===== config.mk =====
export PLATFORM = sky130hd
export DESIGN_NAME = audio_clk_detector
export DESIGN_NICKNAME = d
export VERILOG_FILES = /design/src/rtl/acd_pkg.sv /design/src/rtl/acd_frame_sync.sv /design/src/rtl/acd_period_meter.sv /design/src/rtl/acd_rate_meter.sv /design/src/rtl/acd_lock_tracker.sv /design/src/rtl/audio_clk_detector.sv
export SDC_FILE = /design/constraint.sdc
export NUM_CORES = 1
export LEC_CHECK = 0
export ABC_CLOCK_PERIOD_IN_PS = 14900
export CAP_MARGIN = 20
export CORE_ASPECT_RATIO = 1.25
export CORE_MARGIN = 1.5
export CORE_UTILIZATION = 26
export DETAILED_ROUTE_END_ITERATION = 7
export PLACE_DENSITY = 0.45
export SETUP_SLACK_MARGIN = 0.4
export SLEW_MARGIN = 40
export SYNTH_ARGS = -nofsm -noshare
export SYNTH_HDL_FRONTEND = slang
export SYNTH_SLANG_ARGS = --single-unit

===== constraint.sdc =====
create_clock -name clk -period 14.9 [get_ports clk]
set_clock_uncertainty 0.1 [all_clocks]
set_input_delay 2.235 -clock clk [delete_from_list [all_inputs] [get_ports clk]]
set_output_delay 2.235 -clock clk [all_outputs]
set_load 0.02 [all_outputs]

===== src/rtl/acd_pkg.sv =====
package acd_pkg;
  localparam logic [2:0] RATIO_NONE  = 3'd7;
  localparam logic [2:0] BAND_NONE   = 3'd7;
  localparam logic [2:0] BAND_SINGLE = 3'd2;
  localparam logic [1:0] FINE_OTHER  = 2'd0;
  localparam logic [1:0] FINE_441    = 2'd1;
  localparam logic [1:0] FINE_48     = 2'd2;
  localparam logic [1:0] FINE_NONE   = 2'd3;
  localparam int NUM_RATIOS = 7;
  localparam int NUM_RATES  = 10;

  typedef struct packed {
    logic [2:0] band;
    logic [1:0] fine;
  } rate_t;

  function automatic int unsigned ratio_nominal(int idx);
    case (idx)
      0: return 128;
      1: return 192;
      2: return 256;
      3: return 384;
      4: return 512;
      5: return 768;
      default: return 1024;
    endcase
  endfunction

  function automatic logic [2:0] ratio_classify(int unsigned period, int unsigned tol);
    logic [2:0] code;
    code = RATIO_NONE;
    for (int i = 0; i < NUM_RATIOS; i++) begin
      if ((period + tol >= ratio_nominal(i)) && (period <= ratio_nominal(i) + tol))
        code = 3'(i);
    end
    return code;
  endfunction

  function automatic int unsigned rate_hz(int idx);
    case (idx)
      0: return 8000;
      1: return 16000;
      2: return 32000;
      3: return 44100;
      4: return 48000;
      5: return 88200;
      6: return 96000;
      7: return 176400;
      8: return 192000;
      default: return 384000;
    endcase
  endfunction

  function automatic rate_t rate_group(int idx);
    case (idx)
      0: return '{band: 3'd0, fine: FINE_OTHER};
      1: return '{band: 3'd1, fine: FINE_OTHER};
      2: return '{band: 3'd2, fine: FINE_OTHER};
      3: return '{band: 3'd2, fine: FINE_441};
      4: return '{band: 3'd2, fine: FINE_48};
      5: return '{band: 3'd3, fine: FINE_441};
      6: return '{band: 3'd3, fine: FINE_48};
      7: return '{band: 3'd4, fine: FINE_441};
      8: return '{band: 3'd4, fine: FINE_48};
      default: return '{band: 3'd5, fine: FINE_OTHER};
    endcase
  endfunction

  // Count is compared in hundredths of an edge against +/-4 % of nominal.
  function automatic rate_t rate_classify(int unsigned edges, int unsigned gate_units);
    rate_t res;
    int unsigned scaled;
    int unsigned nom_c;
    res = '{band: BAND_NONE, fine: FINE_NONE};
    scaled = edges * 32'd10000;
    for (int i = 0; i < NUM_RATES; i++) begin
      nom_c = rate_hz(i) * gate_units / 32'd100;
      if ((scaled >= nom_c * 32'd96) && (scaled <= nom_c * 32'd104))
        res = rate_group(i);
    end
    return res;
  endfunction
endpackage


===== src/rtl/acd_frame_sync.sv =====
module acd_frame_sync #(
  parameter int STAGES = 2
) (
  input  logic clk,
  input  logic rst_n,
  input  logic frame_async,
  output logic rise_pulse
);
  logic [STAGES:0] shreg;

  always_ff @(posedge clk or negedge rst_n) begin
    if (!rst_n) shreg <= '0;
    else        shreg <= {shreg[STAGES-1:0], frame_async};
  end

  assign rise_pulse = shreg[STAGES-1] & ~shreg[STAGES];
endmodule


===== src/rtl/acd_period_meter.sv =====
module acd_period_meter
  import acd_pkg::*;
#(
  parameter int TIMEOUT   = 2048,
  parameter int RATIO_TOL = 2
) (
  input  logic       clk,
  input  logic       rst_n,
  input  logic       rise_pulse,
  output logic [2:0] ratio_code,
  output logic       timeout
);
  localparam int W = $clog2(TIMEOUT + 1);
  localparam logic [W-1:0] CNT_LAST = W'(TIMEOUT - 1);

  logic [W-1:0] cnt;

  always_ff @(posedge clk or negedge rst_n) begin
    if (!rst_n) begin
      cnt        <= '0;
      ratio_code <= RATIO_NONE;
      timeout    <= 1'b0;
    end else if (rise_pulse) begin
      ratio_code <= timeout ? RATIO_NONE
                            : ratio_classify(32'(cnt) + 32'd1, 32'(RATIO_TOL));
      cnt        <= '0;
      timeout    <= 1'b0;
    end else if (cnt == CNT_LAST) begin
      timeout    <= 1'b1;
    end else begin
      cnt        <= cnt + 1'b1;
    end
  end

  AST_CNT_BOUND: assert property (@(posedge clk) disable iff (!rst_n)
    cnt <= CNT_LAST);
  AST_EDGE_CLEARS_TIMEOUT: assert property (@(posedge clk) disable iff (!rst_n)
    rise_pulse |=> !timeout);
  AST_RATIO_ON_EDGE: assert property (@(posedge clk) disable iff (!rst_n)
    !rise_pulse |=> $stable(ratio_code));
endmodule


===== src/rtl/acd_rate_meter.sv =====
module acd_rate_meter
  import acd_pkg::*;
#(
  parameter int GATE_UNITS = 100,
  parameter int CNT_W      = 16
) (
  input  logic  clk,
  input  logic  rst_n,
  input  logic  rise_pulse,
  input  logic  gate_tick,
  output rate_t meas,
  output logic  meas_stb
);
  localparam logic [CNT_W-1:0] CNT_MAX = '1;

  logic [CNT_W-1:0] cnt;
  logic [CNT_W-1:0] cnt_next;

  assign cnt_next = (rise_pulse && cnt != CNT_MAX) ? cnt + 1'b1 : cnt;

  always_ff @(posedge clk or negedge rst_n) begin
    if (!rst_n) begin
      cnt      <= '0;
      meas     <= '{band: BAND_NONE, fine: FINE_NONE};
      meas_stb <= 1'b0;
    end else begin
      meas_stb <= gate_tick;
      if (gate_tick) begin
        meas <= rate_classify(32'(cnt_next), 32'(GATE_UNITS));
        cnt  <= '0;
      end else begin
        cnt  <= cnt_next;
      end
    end
  end

  AST_BAND_ONLY_AT_GATE: assert property (@(posedge clk) disable iff (!rst_n)
    !gate_tick |=> $stable(meas));
  AST_FINE_IN_SINGLE: assert property (@(posedge clk) disable iff (!rst_n)
    (meas.fine == FINE_441 || meas.fine == FINE_48) |-> (meas.band inside {3'd2, 3'd3, 3'd4}));
endmodule


===== src/rtl/acd_lock_tracker.sv =====
module acd_lock_tracker
  import acd_pkg::*;
#(
  parameter int LOCK_COUNT = 3
) (
  input  logic       clk,
  input  logic       rst_n,
  input  logic       meas_stb,
  input  rate_t      meas,
  input  logic [2:0] ratio_code,
  input  logic       timeout,
  output logic       locked,
  output logic       proc_ok,
  output logic       err,
  output logic [2:0] clk_mode
);
  localparam int SW = $clog2(LOCK_COUNT + 1);
  localparam logic [SW-1:0] STREAK_FULL = SW'(LOCK_COUNT);

  logic [SW-1:0] streak;
  logic [SW-1:0] streak_next;
  logic [2:0]    prev_band;
  logic [2:0]    prev_ratio;
  logic          meas_bad;
  logic          valid;
  logic          same;

  always_comb begin
    valid = (meas.band != BAND_NONE) && (ratio_code != RATIO_NONE);
    same  = valid && (streak != '0) && (meas.band == prev_band) && (ratio_code == prev_ratio);
    if (!valid)
      streak_next = '0;
    else if (same)
      streak_next = (streak == STREAK_FULL) ? streak : streak + 1'b1;
    else
      streak_next = SW'(1);
  end

  always_ff @(posedge clk or negedge rst_n) begin
    if (!rst_n) begin
      streak     <= '0;
      prev_band  <= BAND_NONE;
      prev_ratio <= RATIO_NONE;
      meas_bad   <= 1'b0;
      locked     <= 1'b0;
      proc_ok    <= 1'b0;
      clk_mode   <= BAND_SINGLE;
    end else if (timeout) begin
      streak     <= '0;
      locked     <= 1'b0;
      proc_ok    <= 1'b0;
    end else if (meas_stb) begin
      streak     <= streak_next;
      prev_band  <= meas.band;
      prev_ratio <= ratio_code;
      meas_bad   <= !valid;
      locked     <= (streak_next == STREAK_FULL);
      proc_ok    <= (streak_next == STREAK_FULL) && (meas.band == BAND_SINGLE) &&
                    (meas.fine == FINE_441 || meas.fine == FINE_48);
      if (streak_next == STREAK_FULL) clk_mode <= meas.band;
    end
  end

  assign err = timeout | meas_bad;

  AST_LOCK_AFTER_MEAS: assert property (@(posedge clk) disable iff (!rst_n)
    $rose(locked) |-> $past(meas_stb));
  AST_MODE_ONLY_LOCKED: assert property (@(posedge clk) disable iff (!rst_n)
    !$stable(clk_mode) |-> locked);
  AST_PROC_NEEDS_LOCK: assert property (@(posedge clk) disable iff (!rst_n)
    proc_ok |-> (locked && clk_mode == BAND_SINGLE));
  AST_TIMEOUT_UNLOCKS: assert property (@(posedge clk) disable iff (!rst_n)
    timeout |=> (!locked && !proc_ok));
  AST_BAD_NOT_LOCKED: assert property (@(posedge clk) disable iff (!rst_n)
    meas_bad |-> !locked);
endmodule


===== src/rtl/audio_clk_detector.sv =====
module audio_clk_detector
  import acd_pkg::*;
#(
  parameter int GATE_UNITS = 100,
  parameter int TIMEOUT    = 2048,
  parameter int RATIO_TOL  = 2,
  parameter int LOCK_COUNT = 3,
  parameter int EDGE_CNT_W = 16,
  parameter int SYNC_STAGES = 2
) (
  input  logic       clk,
  input  logic       rst_n,
  input  logic       frame_clk,
  input  logic       gate_tick,
  output logic [2:0] ratio_code,
  output logic [2:0] band_code,
  output logic [1:0] fine_code,
  output logic       locked,
  output logic       err,
  output logic       proc_ok,
  output logic [2:0] clk_mode
);
  logic  rise_pulse;
  logic  timeout;
  logic  meas_stb;
  rate_t meas;

  acd_frame_sync #(.STAGES(SYNC_STAGES)) u_sync (
    .clk(clk), .rst_n(rst_n), .frame_async(frame_clk), .rise_pulse(rise_pulse)
  );

  acd_period_meter #(.TIMEOUT(TIMEOUT), .RATIO_TOL(RATIO_TOL)) u_period (
    .clk(clk), .rst_n(rst_n), .rise_pulse(rise_pulse),
    .ratio_code(ratio_code), .timeout(timeout)
  );

  acd_rate_meter #(.GATE_UNITS(GATE_UNITS), .CNT_W(EDGE_CNT_W)) u_rate (
    .clk(clk), .rst_n(rst_n), .rise_pulse(rise_pulse), .gate_tick(gate_tick),
    .meas(meas), .meas_stb(meas_stb)
  );

  acd_lock_tracker #(.LOCK_COUNT(LOCK_COUNT)) u_lock (
    .clk(clk), .rst_n(rst_n), .meas_stb(meas_stb), .meas(meas),
    .ratio_code(ratio_code), .timeout(timeout), .locked(locked),
    .proc_ok(proc_ok), .err(err), .clk_mode(clk_mode)
  );

  assign band_code = meas.band;
  assign fine_code = meas.fine;
endmodule


==> impl_metrics.env <==
export IMPL_crit_path_top_delay_cell="a2111oi_0"
export IMPL_crit_path_end_kind="register"
export IMPL_vias_per_cell=5.159
export IMPL_core_area_um2=26990
export IMPL_vdd_ir_drop_max_v=0.00003519
export IMPL_fin_tns_setup_ps=0
export IMPL_postSynthCellCount=858
export IMPL_ys_warn_count=0
export IMPL_root_buffer="clkbuf_16"
export IMPL_worst_hold_slack_ps=283.5
export IMPL_ant_nets=0
export IMPL_initial_core_util=0.2666
export IMPL_slew_violations=0
export IMPL_setup_viol=0
export IMPL_drive_gt1_frac=0.08585
export IMPL_num_rows=67
export IMPL_min_from="u_sync.shreg[0]"
export IMPL_grt_pass1_vias=6362
export IMPL_cp_max_fo=13
export IMPL_maxSlewHeadroom=0.4668
export IMPL_cp_start_kind="register"
export IMPL_antenna_found_initial=0
export IMPL_post_place_cells=1199
export IMPL_worstHoldPathType="register to register"
export IMPL_wl_per_cell_um=16.51
export IMPL_hpwl_um=16170
export IMPL_max_cap_violations=0
export IMPL_post_dp_cell_area_um2=7746
export IMPL_area_growth_synth_to_final_pct=9.842
export IMPL_crit_type="register to register"
export IMPL_leakage_nw=3.785
export IMPL_rr_worst_depth=27
export IMPL_postCtsResizedCells=0
export IMPL_fp_dieH_um=189.0
export IMPL_synth_area_um2=7196
export IMPL_synth_edf_count=0
export IMPL_path_buf_inv=4
export IMPL_track_usage=0.1436
export IMPL_final_common_cell="inv_1"
export IMPL_worst_slew_pin_slew_ps=794.2
export IMPL_fmax_ghz=0.1153
export IMPL_worst_path_dominant_cell_family="adder cells"
export IMPL_synth_cell_types=87
export IMPL_finalHoldViolCount=0
export IMPL_place_congestion=0.9098
export IMPL_wl_met1_um=8971
export IMPL_min_period_over_period=0.5822
export IMPL_final_nets=980
export IMPL_whs_endpoint="u_sync.shreg[1]"
export IMPL_rsz0062_at_grt="no"
export IMPL_maxUsedRoutingLayer="met4"
export IMPL_run_status="finished, final reports clean"
export IMPL_diodes=0
export IMPL_worst_r2r_setup_slack_ps=6230
export IMPL_ys_ff_latch=55
export IMPL_r2r_end="u_rate.meas[1]"
export IMPL_period_needed_ps=8675
export IMPL_finalInstanceArea_um2=7904
export IMPL_cts_sinks=55
export IMPL_die_x_um=151.8
export IMPL_reg2reg_from="u_rate.cnt[0]"
export IMPL_port_buffers=17
export IMPL_routed_wl_um=19930
export IMPL_cts_tree="built"
export IMPL_clk_pin_slew_ps=70
export IMPL_synth_avg_cell_area_um2=8.387
export IMPL_grt_ovfl_total=0
export IMPL_worst_ep_arrival_time_ps=8780
export IMPL_drtIter0Drc=282
export IMPL_vias=6227
export IMPL_routed_wl_met2_um=9846
export IMPL_die_area_um2=28690
export IMPL_holdPathStages=0
export IMPL_drc=0
export IMPL_ys_seq_area_frac=0.1939
export IMPL_power_density_nw_per_um2=51.32
export IMPL_async_flop_share=1.000
export IMPL_layout_common_cells="97 x inv_1, 82 x ha_1, 77 x nor2_1"
export IMPL_grt_pass1_wl_um=33100
export IMPL_cts_buffers=5
export IMPL_drtPass1Iterations=5
export IMPL_grt_max_degree=56
export IMPL_ios=18
export IMPL_syn_nets=977
export IMPL_cpPeakStageDelay_ps=710
export IMPL_ys_flop_type="dfrtp_1"
export IMPL_cts_setup_buffers=0
export IMPL_hold_buffers=0
export IMPL_clkLatencyLatePin_ps=300
export IMPL_h_tree_depth=2
export IMPL_cts_path_max_buffers=2
export IMPL_cp_required_ps=15000
export IMPL_dr_wl_met3_um=697
export IMPL_final_cells=1207
[cells in the mapped netlist, types with 4 or more instances]
cell type / number / area, um2
mux2_2: 10 / 112.6
and4_1: 4 / 35.03
and3_1: 12 / 75.07
clkbuf_1: 17 / 63.81
a22oi_1: 4 / 30.03
nor2_1: 77 / 289.0
and2_1: 4 / 25.02
o31ai_1: 8 / 60.06
a21oi_1: 47 / 235.2
a211oi_1: 5 / 37.54
buf_2: 9 / 45.04
nor3_1: 15 / 75.07
dfstp_2: 15 / 394.1
xor2_1: 28 / 245.2
ha_1: 82 / 1026
o21ai_0: 32 / 160.2
nor3b_1: 5 / 37.54
nand2b_1: 7 / 43.79
a21o_1: 9 / 67.56
inv_1: 97 / 364.1
or3_1: 4 / 25.02
a31oi_1: 14 / 87.58
a41oi_1: 5 / 43.79
dfrtp_1: 40 / 1001
o2111ai_1: 5 / 43.79
nand3_1: 25 / 125.1
nand4_1: 22 / 137.6
nor2b_1: 13 / 81.33
xnor2_1: 38 / 332.8
nor4_1: 11 / 68.82
o21a_1: 4 / 30.03
o211ai_1: 10 / 75.07
fa_1: 33 / 660.6
nand2_1: 64 / 240.2
[layer usage]
metal,global-route usage,up-vias
met5,0,-
met4,0.04216,0
met3,0.01373,29
met2,0.2530,133
met1,0.1831,3012
li1,-,3053
[sequential cells by signal (all words and copies together) (netlist names)]
register,flops
u_rate.cnt,16
u_period.cnt,12
u_rate.meas,5
u_lock.clk_mode,3
u_lock.prev_band,3
u_lock.prev_ratio,3
u_period.ratio_code,3
u_sync.shreg,3
u_lock.streak,2
u_lock.locked,1
u_lock.meas_bad,1
u_lock.proc_ok,1
u_period.timeout,1
u_rate.meas_stb,1
[report_power, final]
part / switching (mW) / internal, mW / leakage [nW]
combinational: 0.0739 / 0.0419 / 3.02
clock: 0.0572 / 0.0630 / 0.0700
sequential: 0.0100 / 0.160 / 0.697
[worst max path at each step]
stage,from,endpoint,slack [ps],depth (start not counted)
finish,u_rate.cnt[0],u_rate.meas[1],6230,27
floorplan,u_rate.cnt[0],u_rate.meas[2],7230,28
detailed placement,u_rate.cnt[0],u_rate.meas[1],6240,26
global placement,u_rate.cnt[0],u_rate.meas[0],6000,27
global route,u_rate.cnt[0],u_rate.meas[0],5640,26
CTS,u_rate.cnt[0],u_rate.meas[1],6230,26
[final cells by class]
| class | instances | area [um2] |
|---|---|---|
| multi-input cells | 678 | 5353 |
| well taps | 345 | 431.7 |
| fillers | 2961 | 19090 |
| flip-flops and latches | 55 | 1395 |
| repair buffers | 23 | 205.2 |
| inverters | 98 | 369.1 |
| clock inverters | 3 | 25.02 |
| clock buffers | 5 | 125.1 |
[cell families (layout without fill, tap and decap cells)]
kind of cell	count (synthesis)	in the layout	share of synthesized area
adder cells (fa/ha/maj)	115	115	0.2344
AO/OA/AOI/OAI	194	194	0.1895
multiplexers	13	13	0.01982
XOR/XNOR	68	68	0.08642
buffers and inverters	125	129	0.06799
flip-flops	55	55	0.1939
AND/OR/NAND/NOR	288	288	0.2080
[metrics by stage]
step,utilization,total power [mW],setup WS [ps]
after floorplan,-,0.2510,7232
after global placement,0.2859,0.2896,6002
after detailed placement,0.2870,0.2880,6237
after CTS,0.2925,0.4122,6231
after global routing,0.2928,0.4314,5641
final,0.2928,0.4057,6225
No activity file was read; power rests on OpenSTA's default activity.
